**src/rtl/dma_steal_pkg.sv**
```systemverilog
package dma_steal_pkg;
  localparam int REG_W = 32;
  localparam int CTL_START_BIT = 0;
  localparam int CTL_DIR_BIT = 1;

  typedef enum logic [1:0] {
    SEL_ADDR = 2'd0,
    SEL_CNT  = 2'd1,
    SEL_CTL  = 2'd2,
    SEL_STAT = 2'd3
  } regSel_e;

  typedef enum logic [1:0] {
    ST_IDLE  = 2'd0,
    ST_XFER  = 2'd1,
    ST_PWAIT = 2'd2
  } state_e;

  typedef struct packed {
    logic loadAddr;
    logic loadCnt;
    logic loadDir;
    logic step;
  } dpCtl_t;
endpackage

```
**src/rtl/dma_steal_ctrl.sv**
```systemverilog
module dma_steal_ctrl
  import dma_steal_pkg::*;
(
  input  logic         clk,
  input  logic         rstN,
  input  logic         regWe,
  input  logic [1:0]   regSel,
  input  logic         startBit,
  input  logic         busGrant,
  input  logic         devReq,
  input  logic         cntZero,
  input  logic         cntIsOne,
  input  logic         pageLast,
  output dpCtl_t       dpCtl,
  output logic         busReq,
  output logic         busy,
  output logic         pageWait,
  output logic         irq
);
  state_e state;
  logic wrAddr, wrCnt, wrCtl, clrIrq, idle;

  assign idle     = (state == ST_IDLE);
  assign pageWait = (state == ST_PWAIT);
  assign busy     = !idle;
  assign wrAddr   = regWe && (regSel == SEL_ADDR);
  assign wrCnt    = regWe && (regSel == SEL_CNT);
  assign wrCtl    = regWe && (regSel == SEL_CTL);
  assign clrIrq   = regWe && (regSel == SEL_STAT);
  assign busReq   = (state == ST_XFER) && devReq;

  always_comb begin
    dpCtl.loadAddr = wrAddr && (idle || pageWait);
    dpCtl.loadCnt  = wrCnt && idle;
    dpCtl.loadDir  = wrCtl && idle;
    dpCtl.step     = busReq && busGrant;
  end

  always_ff @(posedge clk) begin
    if (!rstN) begin
      state <= ST_IDLE;
      irq   <= 1'b0;
    end else begin
      if (clrIrq) irq <= 1'b0;
      case (state)
        ST_IDLE: if (wrCtl && startBit) begin
          if (cntZero) irq <= 1'b1;
          else state <= ST_XFER;
        end
        ST_XFER: if (dpCtl.step) begin
          if (cntIsOne) begin
            state <= ST_IDLE;
            irq   <= 1'b1;
          end else if (pageLast) begin
            state <= ST_PWAIT;
          end
        end
        ST_PWAIT: if (wrAddr) state <= ST_XFER;
        default: state <= ST_IDLE;
      endcase
    end
  end

  p_access_granted_r3: assert property (@(posedge clk) disable iff (!rstN)
    dpCtl.step |-> (busGrant && devReq && busy && !pageWait));

  p_page_stop_r7: assert property (@(posedge clk) disable iff (!rstN)
    (dpCtl.step && pageLast && !cntIsOne) |=> (pageWait && !busReq));

  p_done_irq_r8: assert property (@(posedge clk) disable iff (!rstN)
    (dpCtl.step && cntIsOne) |=> (irq && !busy));

  p_zero_start_r9: assert property (@(posedge clk) disable iff (!rstN)
    (idle && wrCtl && startBit && cntZero) |=> (irq && !busy));

  p_irq_hold_r11: assert property (@(posedge clk) disable iff (!rstN)
    (irq && !clrIrq) |=> irq);
endmodule

```
**src/rtl/dma_steal_dp.sv**
```systemverilog
module dma_steal_dp
  import dma_steal_pkg::*;
#(
  parameter int ADDR_W    = 16,
  parameter int CNT_W     = 16,
  parameter int PAGE_BITS = 8,
  parameter int DATA_W    = 8
) (
  input  logic              clk,
  input  logic              rstN,
  input  dpCtl_t            dpCtl,
  input  logic [REG_W-1:0]  wdata,
  input  logic [DATA_W-1:0] devRdata,
  input  logic [DATA_W-1:0] memRdata,
  output logic [ADDR_W-1:0] addr,
  output logic [CNT_W-1:0]  cnt,
  output logic              dir,
  output logic              cntZero,
  output logic              cntIsOne,
  output logic              pageLast,
  output logic [DATA_W-1:0] memWdata,
  output logic [DATA_W-1:0] devWdata
);
  localparam logic [CNT_W-1:0] CNT_ONE = CNT_W'(1);
  localparam logic [ADDR_W-1:0] ADDR_ONE = ADDR_W'(1);

  always_ff @(posedge clk) begin
    if (!rstN) begin
      addr <= '0;
      cnt  <= '0;
      dir  <= 1'b0;
    end else begin
      if (dpCtl.loadAddr) addr <= wdata[ADDR_W-1:0];
      else if (dpCtl.step) addr <= addr + ADDR_ONE;
      if (dpCtl.loadCnt) cnt <= wdata[CNT_W-1:0];
      else if (dpCtl.step) cnt <= cnt - CNT_ONE;
      if (dpCtl.loadDir) dir <= wdata[CTL_DIR_BIT];
    end
  end

  assign cntZero  = (cnt == '0);
  assign cntIsOne = (cnt == CNT_ONE);
  assign pageLast = &addr[PAGE_BITS-1:0];
  assign memWdata = devRdata;
  assign devWdata = memRdata;

  p_addr_step_r6: assert property (@(posedge clk) disable iff (!rstN)
    (dpCtl.step && !dpCtl.loadAddr) |=> (addr == $past(addr) + ADDR_ONE));

  p_cnt_step_r6: assert property (@(posedge clk) disable iff (!rstN)
    (dpCtl.step && !dpCtl.loadCnt) |=> (cnt == $past(cnt) - CNT_ONE));
endmodule

```
**src/rtl/dma_steal.sv**
```systemverilog
module dma_steal
  import dma_steal_pkg::*;
#(
  parameter int ADDR_W    = 16,
  parameter int CNT_W     = 16,
  parameter int PAGE_BITS = 8,
  parameter int DATA_W    = 8
) (
  input  logic              clk,
  input  logic              rstN,
  input  logic              regWe,
  input  logic [1:0]        regSel,
  input  logic [REG_W-1:0]  regWdata,
  output logic [REG_W-1:0]  regRdata,
  output logic              busReq,
  input  logic              busGrant,
  input  logic              devReq,
  output logic              devAck,
  input  logic [DATA_W-1:0] devRdata,
  output logic [DATA_W-1:0] devWdata,
  output logic              memEn,
  output logic              memWe,
  output logic [ADDR_W-1:0] memAddr,
  output logic [DATA_W-1:0] memWdata,
  input  logic [DATA_W-1:0] memRdata,
  output logic              irq
);
  dpCtl_t dpCtl;
  logic [ADDR_W-1:0] addr;
  logic [CNT_W-1:0] cnt;
  logic dir, cntZero, cntIsOne, pageLast, busy, pageWait;

  dma_steal_ctrl u_ctrl (
    .clk(clk), .rstN(rstN), .regWe(regWe), .regSel(regSel),
    .startBit(regWdata[CTL_START_BIT]), .busGrant(busGrant), .devReq(devReq),
    .cntZero(cntZero), .cntIsOne(cntIsOne), .pageLast(pageLast),
    .dpCtl(dpCtl), .busReq(busReq), .busy(busy), .pageWait(pageWait), .irq(irq)
  );

  dma_steal_dp #(
    .ADDR_W(ADDR_W), .CNT_W(CNT_W), .PAGE_BITS(PAGE_BITS), .DATA_W(DATA_W)
  ) u_dp (
    .clk(clk), .rstN(rstN), .dpCtl(dpCtl), .wdata(regWdata),
    .devRdata(devRdata), .memRdata(memRdata), .addr(addr), .cnt(cnt),
    .dir(dir), .cntZero(cntZero), .cntIsOne(cntIsOne), .pageLast(pageLast),
    .memWdata(memWdata), .devWdata(devWdata)
  );

  assign memEn   = dpCtl.step;
  assign devAck  = dpCtl.step;
  assign memWe   = dpCtl.step && !dir;
  assign memAddr = addr;

  always_comb begin
    case (regSel)
      SEL_ADDR: regRdata = REG_W'(addr);
      SEL_CNT:  regRdata = REG_W'(cnt);
      SEL_CTL:  regRdata = REG_W'({dir, 1'b0});
      default:  regRdata = REG_W'({irq, pageWait, busy});
    endcase
  end
endmodule

```
**config.mk**
```make
export PLATFORM = sky130hd
export DESIGN_NAME = dma_steal
export DESIGN_NICKNAME = d
export VERILOG_FILES = /design/src/rtl/dma_steal_pkg.sv /design/src/rtl/dma_steal_ctrl.sv /design/src/rtl/dma_steal_dp.sv /design/src/rtl/dma_steal.sv
export SDC_FILE = /design/constraint.sdc
export NUM_CORES = 1
export LEC_CHECK = 0
export ABC_AREA = 0
export BUFFER_PORTS_ARGS = -buffer_cell sky130_fd_sc_hd__buf_4
export CAP_MARGIN = 20
export CELL_PAD_IN_SITES_DETAIL_PLACEMENT = 1
export CELL_PAD_IN_SITES_GLOBAL_PLACEMENT = 1
export CORE_MARGIN = 3
export CORE_UTILIZATION = 35
export CTS_CLUSTER_DIAMETER = 60
export DETAILED_ROUTE_END_ITERATION = 8
export GPL_TIMING_DRIVEN = 0
export PLACE_DENSITY = 0.93
export SKIP_CTS_REPAIR_TIMING = 1
export SYNTH_ARGS = -nofsm -noshare
export SYNTH_HDL_FRONTEND = slang
export SYNTH_SLANG_ARGS = --single-unit
```
**constraint.sdc**
```tcl
create_clock -name clk -period 4.3 [get_ports clk]
set_input_delay 0 -clock clk [delete_from_list [all_inputs] [get_ports clk]]
set_output_delay 0 -clock clk [all_outputs]
set_load 0.005 [all_outputs]
```
=== After elaboration in Yosys (flattened, before gate mapping) ===
Index checks and enable logic that the tools add are counted.

* Eq/ne operators: 11
* Shift-type cells: 0
* Multipliers: 0
* Mux-type cells: 18
* Div/mod/pow operators: 0
* $add $sub $neg: 2
* Bitwise gates (word level): 0
* $lt $le $gt $ge: 0
* Reductions and logical operators: 21

{| class="wikitable"
|+ Operators by type and width
! kind !! count
|-
| $mux 16 || 4
|-
| $pmux 16 s3 || 1
|-
| $add 16x1->16 const B || 1
|-
| $eq 16x1->1 const B || 1
|-
| $logic_not 16->1 || 1
|-
| $sub 16x1->16 const B || 1
|-
| $mux 2 || 6
|-
| $logic_and 1x1->1 || 11
|-
| $reduce_and 8->1 || 1
|-
| $eq 2x2->1 const B || 3
|-
| $ne 2x2->1 const B || 3
|-
| $pmux 2 s3 || 1
|-
| $mux 1 || 5
|-
| $reduce_and 5->1 || 1
|-
| $eq 2x1->1 const B || 2
|-
| $logic_not 2->1 || 2
|-
| $reduce_bool 2->1 || 2
|-
| $ne 3x3->1 const B || 1
|-
| $logic_not 1->1 || 2
|-
| $ne 2x1->1 const B || 1
|-
| $pmux 1 s2 || 1
|-
| $logic_or 1x1->1 || 1
|}

* Bits in latches: 0
* Bits in writable memories: 0
* Memories: 0
* Memory bits (read-only): 0
* Output and inout bits: 69
* Register bits: 36

=== Logic depth before layout (Yosys ltp) ===
* Depth in word-level cells: 6
* Depth in mapped cells: 7

=== Modules after synthesis ===
A second synthesis with hierarchy kept.

* Cell total of the unflattened synthesis: 318
* Area, all modules: 2,586.2 um^2

{| class="wikitable"
|+ Modules (own cells, without submodules)
! module !! times used !! cells an instance !! area each (um^2)
|-
| dma_steal_dp || 1 || 229 || 1,908.1
|-
| dma_steal || 1 || 56 || 411.6
|-
| dma_steal_ctrl || 1 || 33 || 266.5
|}

=== Least setup slack after synthesis ===
OpenSTA, ideal clock, no wires.

* Path type: register -> register
* Start point: reg u_dp.addr[0]
* End point: reg u_ctrl.state[1]
* Setup slack: 2.551 ns
* Library setup time: 0.070 ns
* Stages on the path, launching flop included: 7
* Arrival time: 1.679 ns
* Period minus slack after synthesis: 1.749 ns
* Data required time: 4.230 ns
* Cell sequence: dfxtp_1 ha_1 and3_1 clkbuf_1 nand3_1 or3b_2 a21oi_1

* Word-level cells in the longest chain between the ends: 3

{| class="wikitable"
|+ Ends and longest elaborated chain
! element !! RTL line !! source
|-
| start, declared || dma_steal_dp.sv:15 || <nowiki>output logic [ADDR_W-1:0] addr,</nowiki>
|-
| start signal, assigned || dma_steal_dp.sv:33 || <nowiki>if (dpCtl.loadAddr) addr <= wdata[ADDR_W-1:0];</nowiki>
|-
| start signal, assigned || dma_steal_dp.sv:34 || <nowiki>else if (dpCtl.step) addr <= addr + ADDR_ONE;</nowiki>
|-
| $reduce_and 8->1 || dma_steal_dp.sv:43 || <nowiki>assign pageLast = &addr[PAGE_BITS-1:0];</nowiki>
|-
| $ne 3x3->1 (no source line) || - ||
|-
| $reduce_and 5->1 (no source line) || - ||
|-
| end signal, assigned || dma_steal_ctrl.sv:55 || <nowiki>state <= ST_PWAIT;</nowiki>
|-
| end signal, assigned || dma_steal_ctrl.sv:58 || <nowiki>ST_PWAIT: if (wrAddr) state <= ST_XFER;</nowiki>
|-
| end signal, assigned || dma_steal_ctrl.sv:59 || <nowiki>default: state <= ST_IDLE;</nowiki>
|-
| end, declared || dma_steal_ctrl.sv:20 || <nowiki>state_e state;</nowiki>
|}

No other way between the ends.
A chain may end at the register's enable or synchronous reset.

=== Worst setup path in the final report ===
* Start point: reg u_dp.addr[1]
* End point: reg u_ctrl.state[1]

Same word-level chain as after synthesis.

==> impl_metrics.json <==
{
  "status": "complete, but fails checks",
  "failed_checks": "hold timing",
  "min_period_ns": 2.26,
  "synthFlopType": "dfxtp_1",
  "routed_wirelength_um": 10100,
  "yosys.cell_count.top_type": "dfxtp_1",
  "drv_cap": 0,
  "path_cells": "ha_1 > and3_1 > clkbuf_1 > nand3_1 > or3b_2 > a21oi_1",
  "dp_hpwl_um": 7640,
  "core_area_um2": 7290,
  "ios": 124,
  "die_w_um": 93.0,
  "synth-async-reset-ratio_pct": 0,
  "clock_path_buffers": 2,
  "finalMaxSlewViolations": 0,
  "final_hold_viol_count": 3,
  "synth.distinct_cells": 62,
  "syn2layout_area_growth_pct": 31.4,
  "critical_path.max_fanout": 7,
  "cp_slowest_stage_delay_ns": 0.53,
  "worst-path-buf-inv": 1,
  "synth_area_per_cell_um2": 7.83,
  "start_util_pct": 36.3,
  "hold-worst-slack_ns": -0.0108,
  "drc": 0,
  "synth_edf_count": 0,
  "leakage_nw": 1.54,
  "max_slew_margin_pct": 40.6,
  "max-vdd-ir-drop_uv": 101,
  "stdcell_count": 533,
  "antenna_found_initial": 0,
  "crit_path_end_kind": "flip-flop",
  "drt_pass1_iterations": 4,
  "postPlaceCellArea_um2": 3380,
  "via_per_inst": 5.62,
  "critPathTopFamily": "simple AND/OR/NAND/NOR gates",
  "crit_arrival_ns": 2.48,
  "clock.fmax_mhz": 442,
  "grt_first_pass_wirelength_um": 16000,
  "clk_pin_slew_worst_paths_ns": 0.07,
  "die_area_um2": 8640,
  "period_share_pct": 52.6,
  "grt_overflow": 0,
  "clk_latency_ns": 0.29,
  "cp_data_required_time_ns": 4.52,
  "grt_pass1_vias": 3009,
  "grtUsageTotal_pct": 23.5,
  "cts_buffers": 5,
  "syn_area_um2": 2650,
  "fin_setup_tns_ns": 0,
  "ys_ff_latch": 36,
  "worstMarginPinSlew_ns": 0.887,
  "grt_setup_unrepaired": "false",
  "clock_sinks": 36,
  "synth_top_area_share_pct": 27.2,
  "syn_inst": 338,
  "drive_gt1_share_pct": 32.0,
  "synth_area_leaders": "dfxtp_1 (27%), buf_4 (9.4%), mux2i_1 (6.0%)",
  "portBuffers": 74,
  "drtIter0Drc": 249,
  "fp.dieH_um": 93.0,
  "synth_common_cells": "dfxtp_1 (36), buf_4 (33), nor2_1 (29)",
  "n_antenna_cell": 0,
  "num_vias": 2993,
  "grt_max_degree": 12,
  "fp-row-count": 31,
  "power.total_mw": 0.841,
  "p_per_area_nw_per_um2": 242,
  "finalNetCount": 492,
  "dp.cells": 526,
  "ant_nets": 0,
  "clock_skew_ns": 0.00720,
  "place_congestion": 0.959,
  "cts_tree": "built",
  "yosysSeqAreaShare_pct": 27.2,
  "n_fill_cell": 957,
  "slowest_stage": "or3b_2",
  "setup_viol": 0,
  "critical_path_class": "flip-flop to flip-flop",
  "clockRootBuffer": "clkbuf_8",
  "yosys_warnings": 0,
  "post_drt_wl_per_cell_um": 18.9,
  "h-tree-depth": 2,
  "hp-class": "input pin to flip-flop",
  "yosysTopAreaCell": "dfxtp_1",
  "start_kind": "flip-flop",
  "design_area_um2": 3480
}
## where the power goes
part | switching, mW | leakage (nW) | internal, mW
combinational | 0.106 | 1.19 | 0.0991
clock | 0.123 | 0.0503 | 0.143
sequential | 0.0226 | 0.293 | 0.348
total | 0.251 | 1.54 | 0.590
## area by class of cell
class	instances	area (µm²)	area share, %
multi-input combinational	253	1610	46.2
sequential	36	721	20.7
timing repair buffer	74	556	16.0
buffer	54	338	9.71
tap	99	124	3.56
clock buffer	7	96.3	2.77
inverter	10	37.5	1.08
## per-layer routing
| layer | vias up | global-route usage, % | part of all wire [%] |
|---|---|---|---|
| met5 | - | 0 | 0 |
| met4 | 0 | 6.72 | 1.2 |
| met3 | 10 | 4.02 | 7.7 |
| met2 | 128 | 40.3 | 50 |
| met1 | 1453 | 30.2 | 41 |
| li1 | 1402 | - | - |
## kinds of logic after synthesis
family | after synthesis | share of synthesized area, %
AOI/OAI and AO/OA | 91 | 22.4
xor gates and xnor gates | 4 | 1.32
adders and majority gates | 3 | 1.42
buffers and inverters | 64 | 14.2
DFF | 36 | 27.2
muxes | 18 | 7.32
other | 1 | 0.142
and+or+nand+nor | 121 | 26.0
## path summary, 6_finish.rpt
path | startpoint | endpoint | slack [ns] | cells past startpoint
worst max register to register | u_dp.addr[1] | u_ctrl.state[1] | 2.04 | 6
worst min register to register | u_dp.dir | u_dp.dir | 0.54 | 2
worst max-delay path | u_dp.addr[1] | u_ctrl.state[1] | 2.04 | 6
worst min-delay path | regWdata[11] | u_dp.addr[11] | -0.01 | 3
## state kept, by name, indices dropped and copies added, names as in the netlist
name / flops
u_dp.cnt: 16
u_ctrl.state: 2
u_dp.addr: 16
u_dp.dir: 1
u_ctrl.irq: 1
## layout by cell type, fill, tap and decap left out, types with 9 or more instances in the layout
master,n
clkbuf_1,10
conb_1,16
buf_2,9
buf_4,107
inv_1,9
mux2i_1,16
dfxtp_1,36
nand3_1,12
nor2_1,29
nand4_1,9
a31oi_1,10
a21oi_1,25
nand2_1,23
o21ai_0,17
## worst min-delay path, delay by kind of cell
family          cells  cell delay, ns
simple gates        1            0.06
buf+inv             1            0.12
compound gates      1            0.05
## through the flow
step	worst slack [ns]	utilization, %
2_1_floorplan	2.55	-
3_3_place_gp	2.08	46.4
3_5_place_dp	2.05	46.4
4_1_cts	2.01	47.7
5_1_grt	1.81	47.7
6_report	2.04	47.7
(Power assumes the default switching activity.)
